File: src/rtl/steal_dma_pkg.sv
package steal_dma_pkg;

  typedef enum logic [2:0] {
    ST_IDLE,
    ST_REQ,
    ST_XFER,
    ST_REL,
    ST_DONE
  } seq_state_t;

  // register offsets
  localparam int unsigned OFS_CTRL = 0;
  localparam int unsigned OFS_DEV  = 1;
  localparam int unsigned OFS_MADR = 2;
  localparam int unsigned OFS_CNT  = 3;
  localparam int unsigned OFS_STAT = 4;

  // bit positions
  localparam int unsigned CTRL_GO   = 0;
  localparam int unsigned CTRL_DIR  = 1;
  localparam int unsigned STAT_BUSY = 0;
  localparam int unsigned STAT_DONE = 1;

endpackage

File: src/rtl/steal_dma_regs.sv
module steal_dma_regs
  import steal_dma_pkg::*;
#(
  parameter int DW   = 16,
  parameter int AW   = 16,
  parameter int CW   = 16,
  parameter int DEVW = 8,
  parameter int RAW  = 3
) (
  input  logic            clk,
  input  logic            rst,
  input  logic            reg_wr,
  input  logic [RAW-1:0]  reg_addr,
  input  logic [DEVW-1:0] wr_lo,
  input  logic            busy,
  input  logic            done_set,
  input  logic [AW-1:0]   cur_addr,
  input  logic [CW-1:0]   cur_cnt,
  output logic [DW-1:0]   reg_rdata,
  output logic            dir,
  output logic [DEVW-1:0] dev_sel,
  output logic            done,
  output logic            go,
  output logic            ld_addr,
  output logic            ld_cnt
);

  localparam logic [RAW-1:0] A_CTRL = RAW'(OFS_CTRL);
  localparam logic [RAW-1:0] A_DEV  = RAW'(OFS_DEV);
  localparam logic [RAW-1:0] A_MADR = RAW'(OFS_MADR);
  localparam logic [RAW-1:0] A_CNT  = RAW'(OFS_CNT);
  localparam logic [RAW-1:0] A_STAT = RAW'(OFS_STAT);

  logic wr_ctrl, wr_dev, clr_done;

  // configuration writes only land while the channel is idle
  assign wr_ctrl  = reg_wr && !busy && (reg_addr == A_CTRL);
  assign wr_dev   = reg_wr && !busy && (reg_addr == A_DEV);
  assign ld_addr  = reg_wr && !busy && (reg_addr == A_MADR);
  assign ld_cnt   = reg_wr && !busy && (reg_addr == A_CNT);
  assign go       = wr_ctrl && wr_lo[CTRL_GO];
  assign clr_done = reg_wr && (reg_addr == A_STAT) && wr_lo[STAT_DONE];

  always_ff @(posedge clk) begin
    if (rst) begin
      dir     <= 1'b0;
      dev_sel <= '0;
      done    <= 1'b0;
    end else begin
      if (wr_ctrl) dir <= wr_lo[CTRL_DIR];
      if (wr_dev)  dev_sel <= wr_lo;
      // completion outranks a simultaneous clear
      if (done_set)      done <= 1'b1;
      else if (clr_done) done <= 1'b0;
    end
  end

  always_ff @(posedge clk) begin
    if (rst) begin
      reg_rdata <= '0;
    end else begin
      reg_rdata <= '0;
      case (reg_addr)
        A_CTRL: reg_rdata[CTRL_DIR] <= dir;
        A_DEV:  reg_rdata <= DW'(dev_sel);
        A_MADR: reg_rdata <= DW'(cur_addr);
        A_CNT:  reg_rdata <= DW'(cur_cnt);
        A_STAT: begin
          reg_rdata[STAT_BUSY] <= busy;
          reg_rdata[STAT_DONE] <= done;
        end
        default: reg_rdata <= '0;
      endcase
    end
  end


  property p_lock;
    @(posedge clk) disable iff (rst)
      (busy && reg_wr && (reg_addr == A_DEV || reg_addr == A_CTRL)) |=> ($stable(dev_sel) && $stable(dir));
  endproperty
  cfg_lock_chk: assert property (p_lock);


  property p_irq_hold;
    @(posedge clk) disable iff (rst)
      (done && !(reg_wr && reg_addr == A_STAT && wr_lo[STAT_DONE])) |=> done;
  endproperty
  irq_hold_chk: assert property (p_irq_hold);

endmodule

File: src/rtl/steal_dma_ctr.sv
module steal_dma_ctr #(
  parameter int DW = 16,
  parameter int AW = 16,
  parameter int CW = 16
) (
  input  logic          clk,
  input  logic          rst,
  input  logic          ld_addr,
  input  logic          ld_cnt,
  input  logic [DW-1:0] wdata,
  input  logic          step,
  output logic [AW-1:0] addr,
  output logic [CW-1:0] cnt,
  output logic          cnt_zero,
  output logic          cnt_last
);

  localparam logic [CW-1:0] CNT_ONE = CW'(1);
  localparam logic [AW-1:0] ADR_ONE = AW'(1);

  always_ff @(posedge clk) begin
    if (rst) begin
      addr <= '0;
      cnt  <= '0;
    end else begin
      if (ld_addr)   addr <= AW'(wdata);
      else if (step) addr <= addr + ADR_ONE;
      if (ld_cnt)    cnt <= CW'(wdata);
      else if (step) cnt <= cnt - CNT_ONE;
    end
  end

  assign cnt_zero = (cnt == '0);
  assign cnt_last = (cnt == CNT_ONE);

endmodule

File: src/rtl/steal_dma_seq.sv
module steal_dma_seq
  import steal_dma_pkg::*;
#(
  parameter int DW = 16
) (
  input  logic          clk,
  input  logic          rst,
  input  logic          go,
  input  logic          dir,
  input  logic          cnt_zero,
  input  logic          cnt_last,
  input  logic          dev_ready,
  input  logic          bus_gnt,
  input  logic [DW-1:0] mem_rdata,
  input  logic [DW-1:0] dev_rdata,
  output logic          bus_req,
  output logic          mem_en,
  output logic          mem_we,
  output logic [DW-1:0] mem_wdata,
  output logic          dev_take,
  output logic          dev_put,
  output logic [DW-1:0] dev_wdata,
  output logic          step,
  output logic          done_set,
  output logic          busy
);

  seq_state_t st;

  always_ff @(posedge clk) begin
    if (rst) begin
      st        <= ST_IDLE;
      bus_req   <= 1'b0;
      mem_en    <= 1'b0;
      mem_we    <= 1'b0;
      mem_wdata <= '0;
      dev_take  <= 1'b0;
      dev_put   <= 1'b0;
      dev_wdata <= '0;
    end else begin
      dev_take <= 1'b0;
      dev_put  <= 1'b0;
      case (st)
        ST_IDLE: begin
          if (go) st <= cnt_zero ? ST_DONE : ST_REQ;
        end
        ST_REQ: begin
          if (!bus_req) begin
            if (dev_ready) bus_req <= 1'b1;
          end else if (bus_gnt) begin
            st       <= ST_XFER;
            mem_en   <= 1'b1;
            mem_we   <= ~dir;
            dev_take <= ~dir;
            if (!dir) mem_wdata <= dev_rdata;
          end
        end
        ST_XFER: begin
          st      <= ST_REL;
          mem_en  <= 1'b0;
          mem_we  <= 1'b0;
          bus_req <= 1'b0;
          if (dir) begin
            dev_wdata <= mem_rdata;
            dev_put   <= 1'b1;
          end
        end
        ST_REL: begin
          st <= cnt_last ? ST_DONE : ST_REQ;
        end
        ST_DONE: begin
          st <= ST_IDLE;
        end
        default: st <= ST_IDLE;
      endcase
    end
  end

  assign busy     = (st != ST_IDLE);
  assign step     = (st == ST_REL);
  assign done_set = (st == ST_DONE);


  property p_one_word;
    @(posedge clk) disable iff (rst) mem_en |=> (!mem_en && !bus_req);
  endproperty
  one_word_chk: assert property (p_one_word);


  property p_req_ready;
    @(posedge clk) disable iff (rst) $rose(bus_req) |-> $past(dev_ready);
  endproperty
  req_ready_chk: assert property (p_req_ready);


  property p_req_hold;
    @(posedge clk) disable iff (rst) (bus_req && !mem_en && !bus_gnt) |=> bus_req;
  endproperty
  req_hold_chk: assert property (p_req_hold);


  property p_put_after_read;
    @(posedge clk) disable iff (rst) dev_put |-> $past(mem_en && !mem_we);
  endproperty
  put_order_chk: assert property (p_put_after_read);

endmodule

File: src/rtl/steal_dma.sv
module steal_dma
  import steal_dma_pkg::*;
#(
  parameter int DW   = 16,
  parameter int AW   = 16,
  parameter int CW   = 16,
  parameter int DEVW = 8,
  parameter int RAW  = 3
) (
  input  logic            clk,
  input  logic            rst,
  input  logic            reg_wr,
  input  logic [RAW-1:0]  reg_addr,
  input  logic [DW-1:0]   reg_wdata,
  output logic [DW-1:0]   reg_rdata,
  output logic            bus_req,
  input  logic            bus_gnt,
  output logic            mem_en,
  output logic            mem_we,
  output logic [AW-1:0]   mem_addr,
  output logic [DW-1:0]   mem_wdata,
  input  logic [DW-1:0]   mem_rdata,
  input  logic            dev_ready,
  output logic [DEVW-1:0] dev_sel,
  input  logic [DW-1:0]   dev_rdata,
  output logic            dev_take,
  output logic [DW-1:0]   dev_wdata,
  output logic            dev_put,
  output logic            irq
);

  logic          busy, done_set, go, ld_addr, ld_cnt, dir, step;
  logic          cnt_zero, cnt_last;
  logic [CW-1:0] cnt;

  steal_dma_regs #(
    .DW(DW), .AW(AW), .CW(CW), .DEVW(DEVW), .RAW(RAW)
  ) u_regs (
    .clk      (clk),
    .rst      (rst),
    .reg_wr   (reg_wr),
    .reg_addr (reg_addr),
    .wr_lo    (reg_wdata[DEVW-1:0]),
    .busy     (busy),
    .done_set (done_set),
    .cur_addr (mem_addr),
    .cur_cnt  (cnt),
    .reg_rdata(reg_rdata),
    .dir      (dir),
    .dev_sel  (dev_sel),
    .done     (irq),
    .go       (go),
    .ld_addr  (ld_addr),
    .ld_cnt   (ld_cnt)
  );

  steal_dma_ctr #(
    .DW(DW), .AW(AW), .CW(CW)
  ) u_ctr (
    .clk     (clk),
    .rst     (rst),
    .ld_addr (ld_addr),
    .ld_cnt  (ld_cnt),
    .wdata   (reg_wdata),
    .step    (step),
    .addr    (mem_addr),
    .cnt     (cnt),
    .cnt_zero(cnt_zero),
    .cnt_last(cnt_last)
  );

  steal_dma_seq #(
    .DW(DW)
  ) u_seq (
    .clk      (clk),
    .rst      (rst),
    .go       (go),
    .dir      (dir),
    .cnt_zero (cnt_zero),
    .cnt_last (cnt_last),
    .dev_ready(dev_ready),
    .bus_gnt  (bus_gnt),
    .mem_rdata(mem_rdata),
    .dev_rdata(dev_rdata),
    .bus_req  (bus_req),
    .mem_en   (mem_en),
    .mem_we   (mem_we),
    .mem_wdata(mem_wdata),
    .dev_take (dev_take),
    .dev_put  (dev_put),
    .dev_wdata(dev_wdata),
    .step     (step),
    .done_set (done_set),
    .busy     (busy)
  );


  property p_irq_at_zero;
    @(posedge clk) disable iff (rst) $rose(irq) |-> (cnt == '0);
  endproperty
  irq_zero_chk: assert property (p_irq_at_zero);


  property p_no_access_at_zero;
    @(posedge clk) disable iff (rst) mem_en |-> (cnt != '0);
  endproperty
  zero_idle_chk: assert property (p_no_access_at_zero);

endmodule

File: config.mk
export PLATFORM = sky130hd
export DESIGN_NAME = steal_dma
export DESIGN_NICKNAME = d
export VERILOG_FILES = /design/src/rtl/steal_dma_pkg.sv /design/src/rtl/steal_dma_regs.sv /design/src/rtl/steal_dma_ctr.sv /design/src/rtl/steal_dma_seq.sv /design/src/rtl/steal_dma.sv
export SDC_FILE = /design/constraint.sdc
export NUM_CORES = 1
export LEC_CHECK = 0
export ABC_AREA = 1
export ABC_CLOCK_PERIOD_IN_PS = 1600
export BUFFER_PORTS_ARGS = -buffer_cell sky130_fd_sc_hd__buf_4
export CAP_MARGIN = 0
export CORE_UTILIZATION = 52
export DETAILED_ROUTE_END_ITERATION = 16
export HOLD_SLACK_MARGIN = 0.15
export PLACE_DENSITY = 0.8
export SYNTH_ARGS = -nofsm -noshare
export SYNTH_HDL_FRONTEND = slang
export SYNTH_SLANG_ARGS = --single-unit
File: constraint.sdc
create_clock -name clk -period 1.6 [get_ports clk]
set_input_delay 0.24 -clock clk [delete_from_list [all_inputs] [get_ports clk]]
set_output_delay 0.24 -clock clk [all_outputs]
set_load 0.01 [all_outputs]
==> flow_metrics.py, run 1 <==
metrics = {
    "run_status": {
        "status": "finished, final reports clean",
    },
    "sta": {
        "setup_viol": 0,
        "slew_violations": 0,
        "fin_crit_ns": 1.49,
        "tightest_slew_ns": 0.377,
        "fmax_mhz": 669,
        "finalHoldViolCount": 0,
        "fin_skew_ns": 0.00896,
        "period_share_pct": 93.4,
        "maxSlewHeadroom_pct": 74.9,
    },
    "worst_setup_path": {
        "crit_slowest_cell": "dfxtp_1",
        "crit_buf_inv": 1,
        "crit_top_cell": "nand2_1",
        "crit_path_max_fanout": 5,
        "path_delay_family": "simple AND/OR/NAND/NOR gates",
        "path_cells": "inv_1 -> ha_1 -> nand2_1 -> nor2_2 -> nand2_1 -> nand2_1 -> nand2_1 -> a21oi_1 -> nor2_1",
        "cpPeakStageDelay_ns": 0.36,
        "cp.depth": 9,
        "reg2reg_depth": 9,
        "arrival_ns": 1.74,
        "crit_path_end_kind": "flip-flop",
        "start_kind": "flip-flop",
        "crit_type": "reg2reg",
        "cp.required_ns": 1.85,
    },
    "job": {
        "drv_cap": 0,
    },
    "floorplanning": {
        "io_pins": 134,
        "start_util_pct": 53.4,
        "die_h_um": 96.4,
        "core_area_um2": 8680,
        "dieArea_um2": 9290,
        "row_count": 34,
        "die_x_um": 96.4,
    },
    "clock_tree": {
        "clk_pin_slew_ns": 0.10,
        "worstSkewPairLatency_ns": 0.37,
        "cts_made_buffers": 9,
        "cts_max_level": 3,
        "cts-root-buf": "clkbuf_8",
        "clk_path_buf_depth": 2,
        "clkSinkCount": 98,
        "cts_tree": "yes",
    },
    "synth": {
        "syn_area_per_cell_um2": 6.83,
        "syn_nets": 737,
        "ys_ff_latch": 98,
        "synth.largest_area_cell": "dfxtp_1",
        "seq_area_frac_synth_pct": 42.3,
        "synth_mux_area_share_pct": 0,
        "synth.top_cells.by_count": "nand2_1, nor2_1, dfxtp_1",
        "ys_top_cells_by_area": "dfxtp_1, nand2_1, nor2_1",
        "synthCells": 678,
        "synthMostInstantiatedCell": "nand2_1",
        "yosys.area_share.simple_pct": 33.1,
        "ys_warn_count": 0,
        "synth_compound_area_share_pct": 13.7,
        "yosys.area_share.xor_xnor_pct": 1.32,
        "synthAdderAreaFrac_pct": 0.810,
        "synth_ff_type": "dfxtp_1",
        "async_flop_share_pct": 0,
        "synth_top_family_by_area": "simple AND/OR/NAND/NOR gates",
        "ys_types": 37,
        "synth_edf_count": 0,
        "synth_top_area_share_pct": 42.3,
        "syn_area_um2": 4630,
    },
    "global_route": {
        "first_global_vias": 4632,
        "grt_max_degree": 35,
        "grtUsageTotal_pct": 30.9,
        "grt_pass1_wl_um": 22200,
        "antenna_found_initial": 0,
        "grt-ovfl-total": 0,
    },
    "place": {
        "place.gp.congestion": 0.906,
        "dp_hpwl_um": 10300,
        "place_inst": 920,
        "portBuffers": 133,
    },
    "final_layout": {
        "final_cells": 969,
        "layout.nets": 916,
        "syn_to_final_growth_pct": 38.4,
        "multi_input_area_um2": 2300,
        "fillers": 702,
        "register_area_um2": 1960,
        "drive_above_1_share_pct": 24.4,
        "num_antenna_cells": 0,
    },
    "pwr": {
        "p_total_uw": 5320,
        "vdd_drop_max_mv": 0.470,
        "p_per_area_nw_per_um2": 830,
        "p_leak_uw": 0.00295,
    },
    "drt": {
        "drc": 0,
        "vias": 5233,
        "wl_per_cell_um": 15.3,
        "wirelength_um": 14800,
        "via_per_inst": 5.40,
        "antenna_left": 0,
        "drt_iter0_drc": 308,
        "first_pass_iters": 5,
    },
    "min_path": {
        "hp-class": "in2reg",
        "holdPathStages": 3,
    },
}
==> layout by cell type (no fill, tap or decap), types with 4 or more instances in the layout <==
master	n
a22oi_1	9
o211ai_1	7
inv_2	4
a31oi_1	7
nor2_4	7
nand3_1	40
nor2_2	11
a21oi_1	23
clkbuf_8	9
inv_1	65
nand2_1	149
nand2_2	4
dfxtp_1	97
nor3_1	5
buf_4	158
o21ai_0	59
xor2_1	7
nor2_1	134
dlygate4sd3_1	31
==> metal layers <==
layer	global-route usage, %	part of all wire (%)
met4	10.3	2.5
met1	41.3	41
met3	4.85	7.8
met5	0	0
met2	50.9	49
==> repair_timing <==
action	CTS	global route
hold endpoints to repair	31	0
setup buffers	0	3
gates resized for setup	0	14
setup endpoints to repair	0	21
hold buffers	31	0
==> cells by family (layout without fill, tap and decap cells) <==
group,count (synthesis),in the layout
flops,98,98
simple gates,362,362
xor+xnor,7,7
compound gates,113,113
buf+inv,95,278
fa+ha+maj,3,3
==> where the power goes <==
| part | switching, uW | internal [uW] | total [uW] |
|---|---|---|---|
| Combinational | 614 | 446 | 1060 |
| Clock | 925 | 736 | 1660 |
| Sequential | 81.8 | 2520 | 2600 |
==> registers in the layout, indices dropped and copies added (netlist names) <==
signal / flops
u_ctr.addr: 16
u_ctr.cnt: 16
u_regs.reg_rdata: 16
u_seq.dev_wdata: 16
u_seq.mem_wdata: 16
u_regs.dev_sel: 8
u_seq.st: 3
u_regs.dir: 1
u_regs.done: 1
u_seq.bus_req: 1
u_seq.dev_put: 1
u_seq.dev_take: 1
u_seq.mem_en: 1
u_seq.mem_we: 1
==> through the flow <==
stage	setup slack, ns	utilization [%]	hold slack, ns	setup TNS, ns	instance area (um2)
after floorplan	0.188	-	0.375	0	4630
after global placement	0.150	67.3	0.454	0	5840
after detailed placement	0.0521	67.3	0.460	0	5840
after CTS	0.0438	73.2	0.150	0	6350
after global routing	-0.0209	73.9	0.158	-0.0506	6410
final	0.106	73.9	0.144	0	6410
==> final cells by class <==
| class | instances | area share [%] |
|---|---|---|
| clock buffers | 9 | 1.93 |
| clock inverters | 6 | 1.17 |
| inverters | 72 | 4.33 |
| multi-input cells | 485 | 35.9 |
| flip-flops and latches | 98 | 30.6 |
| well taps | 108 | 2.11 |
| repair buffers | 191 | 24.0 |
==> worst register-to-register path, stage by stage (launching register included) <==
cell     delay (ns)
dfxtp_1        0.36
inv_1          0.13
ha_1           0.18
nand2_1        0.13
nor2_2         0.18
nand2_1        0.07
nand2_1        0.06
nand2_1        0.05
a21oi_1        0.17
nor2_1         0.06
==> final timing paths <==
| check | start | endpoint | slack (ns) |
|---|---|---|---|
| max | u_ctr.cnt[0] | u_ctr.cnt[14] | 0.11 |
| min | dev_rdata[10] | u_seq.mem_wdata[10] | 0.14 |
| max reg2reg | u_ctr.cnt[0] | u_ctr.cnt[14] | 0.11 |
| min reg2reg | u_seq.mem_we | u_seq.mem_we | 0.47 |
Power figures use the tool's default switching activity.
==> run 2, diff against run 1 <==
Settings changed: ABC_AREA 1 to not set, CORE_UTILIZATION 52 to 51, PLACE_DENSITY 0.8 to 0.79.
==> run 2 against run 1 <==
The run now ends with setup timing left. Sequential share of layout area decreased by 1.4 points. Clock power down 3%. Global-route usage is 1.6 points higher. Count of clock-buffer cells in the layout up 1. Wire length rose by 2.5%. Power is 10% lower. Core utilization is 7.6 points higher. Highest routed layer unchanged.
==> flow_metrics.py, run 2 <==
metrics = {
    "sta": {
        "fin_ws_ns": -0.240,
        "finalHoldViolCount": 0,
        "tightest_slew_ns": 0.556,
        "period_share_pct": 115,
        "fin_crit_ns": 1.84,
        "setup_viol": 4,
        "slew_violations": 0,
        "maxSlewHeadroom_pct": 62.7,
        "fin_skew_ns": 0.00736,
        "rsz0062_at_grt": "yes",
        "fmax_mhz": 544,
        "fin_hold_ws_ns": 0.158,
    },
    "drt": {
        "via_per_inst": 5.91,
        "wl_per_cell_um": 17.7,
        "wl_met2_um": 7730,
        "wirelength_um": 15200,
        "antenna_left": 0,
        "dr_wl_met3_um": 954,
        "drt_iter0_drc": 387,
        "drc": 0,
        "vias": 5079,
        "topRoutingLayerUsed": "met4",
        "first_pass_iters": 5,
        "wl_met1_um": 5990,
    },
    "clock_tree": {
        "clkSinkCount": 98,
        "worstSkewPairLatency_ns": 0.37,
        "cts_tree": "yes",
        "clk_path_buf_depth": 2,
        "cts-root-buf": "clkbuf_8",
        "clk_pin_slew_ns": 0.09,
        "cts_made_buffers": 9,
        "cts_max_level": 3,
    },
    "synth": {
        "ys_ff_latch": 98,
        "seq_area_frac_synth_pct": 44.6,
        "synthCells": 529,
        "ys_top_cells_by_area": "dfxtp_1, nand2_1, a21oi_1",
        "syn_area_um2": 4400,
        "synth.largest_area_cell": "dfxtp_1",
        "synthMostInstantiatedCell": "dfxtp_1",
        "syn_area_per_cell_um2": 8.32,
        "ys_types": 58,
        "synth_ff_type": "dfxtp_1",
        "synth.top_cells.by_count": "dfxtp_1, nand2_1, nor2_1",
        "async_flop_share_pct": 0,
        "syn_nets": 588,
        "synth_edf_count": 0,
        "synth_top_area_share_pct": 44.6,
        "ys_warn_count": 0,
    },
    "final_layout": {
        "num_antenna_cells": 0,
        "final_common_cell": "buf_4",
        "syn_to_final_growth_pct": 53.6,
        "drive_above_1_share_pct": 37.4,
        "layout.nets": 808,
        "final_cell_mix": "buf_4, nand2_1, dfxtp_1",
        "fillers": 499,
    },
    "pwr": {
        "cellInternalPower_uw": 3550,
        "p_total_uw": 4780,
        "p_comb_share_pct": 13.8,
        "vdd_drop_max_mv": 0.559,
        "netSwitchingPower_uw": 1230,
        "power_frac_clock_pct": 33.7,
        "swShare_pct": 25.7,
        "p_seq_share_pct": 52.5,
        "p_per_area_nw_per_um2": 706,
        "p_leak_uw": 0.00281,
    },
    "worst_setup_path": {
        "crit_path_max_fanout": 2,
        "reg2reg_depth": 4,
        "start_kind": "flip-flop",
        "crit_type": "reg2reg",
        "arrival_ns": 2.12,
        "r2r_start": "u_ctr.cnt[12]",
        "r2r_end": "u_ctr.cnt[15]",
        "crit_path_end_kind": "flip-flop",
        "cp.required_ns": 1.88,
        "startpoint": "u_ctr.cnt[12]",
        "endpoint": "u_ctr.cnt[15]",
        "reg2reg_slack_ns": -0.24,
    },
    "floorplanning": {
        "die_x_um": 94.9,
        "io_pins": 134,
        "start_util_pct": 53.1,
        "row_count": 33,
        "dieArea_um2": 9010,
        "die_h_um": 94.9,
        "core_area_um2": 8300,
    },
    "min_path": {
        "hp-class": "in2reg",
    },
    "place": {
        "dp_slack_ns": -0.258,
        "portBuffers": 133,
        "place.gp.congestion": 0.910,
        "dp_hpwl_um": 9760,
    },
    "global_route": {
        "grt_pass1_wl_um": 22800,
        "antenna_found_initial": 0,
        "grtUsageTotal_pct": 32.5,
        "grt-ovfl-total": 0,
        "grt_max_degree": 34,
        "first_global_vias": 4773,
    },
    "run_status": {
        "violations": "setup timing",
        "status": "complete, but fails checks",
    },
    "job": {
        "drv_cap": 0,
    },
}
-- run 2: cell count changes in the layout (fill, tap and decap cells not counted), sizes merged, moves of 19 or more --
cell | before | now
buf | 160 | 211
inv | 73 | 7
o21ai | 60 | 7
nor2 | 152 | 54
nand3 | 43 | 14
mux2i | 0 | 19
a21oi | 24 | 52
nand2 | 154 | 91
-- run 2: cell type report --
| cell class | count | area [um2] | area share, % |
|---|---|---|---|
| Multi-Input combinational cell | 387 | 2480 | 36.6 |
| Tap cell | 105 | 131 | 1.94 |
| Clock inverter | 6 | 67.6 | 0.999 |
| Sequential cell | 98 | 1980 | 29.2 |
| Timing Repair Buffer | 246 | 1960 | 28.9 |
| Inverter | 7 | 26.3 | 0.388 |
| Clock buffer | 10 | 128 | 1.89 |
-- run 2: cells by family after synthesis --
group | share of synthesized area (%)
compound gates | 17.3
xor+xnor | 1.99
fa+ha+maj | 0.853
buf+inv | 3.81
flops | 44.6
mux | 6.62
simple gates | 24.8
-- run 2: what timing repair did --
item,CTS,global route
setup endpoints to repair,28,50
cloned,0,1
pin swaps,9,8
gates resized for setup,9,38
hold buffers,35,0
buffers inserted,4,3
endpoints found under the hold margin,35,0
-- run 2: worst max-delay path: stages, from the launching register on --
cell and delay (ns):
dfxtp_2 0.33, or4_4 0.53, or3_4 0.34, or3_1 0.35, a311oi_2 0.21
-- run 2: worst min path at each step --
| stage | to | slack, ns | depth (start not counted) | startpoint |
|---|---|---|---|---|
| 2_1_floorplan | u_seq.dev_wdata[0] | 0.38 | 2 | mem_rdata[0] |
| 3_3_place_gp | u_seq.dev_wdata[9] | 0.44 | 2 | u_seq.dev_wdata[9] |
| 3_5_place_dp | u_seq.mem_wdata[9] | 0.45 | 2 | u_seq.mem_wdata[9] |
| 4_1_cts | u_regs.dev_sel[4] | 0.15 | 3 | reg_wdata[4] |
| 5_1_grt | u_ctr.addr[10] | 0.17 | 3 | reg_wdata[10] |
| 6_report | u_regs.dev_sel[2] | 0.16 | 3 | reg_wdata[2] |
-- run 2: routing by layer --
layer	up-vias	track usage [%]
met3	54	4.75
met1	2434	40.5
met5	-	0
met2	254	54.3
li1	2337	-
met4	0	16.5
-- run 2: stage by stage --
| stage | instance area [um2] | instances | util (%) | TNS (ns) |
|---|---|---|---|---|
| floorplan | 4460 | 529 | - | -0.459 |
| global placement | 5980 | 801 | 72.1 | -0.519 |
| detailed placement | 5980 | 801 | 72.1 | -0.960 |
| CTS | 6580 | 855 | 79.3 | -0.488 |
| global route | 6760 | 859 | 81.5 | -1.16 |
| finish | 6760 | 859 | 81.5 | -0.498 |
-- run 2: power groups by stage --
stage                     Combinational [uW]  Sequential [uW]  Clock (uW)
after floorplan                          221             2570           0
after global placement                   512             2560           0
after detailed placement                 522             2560           0
after CTS                                604             2510        1630
after global routing                     695             2520        1710
final                                    658             2510        1610
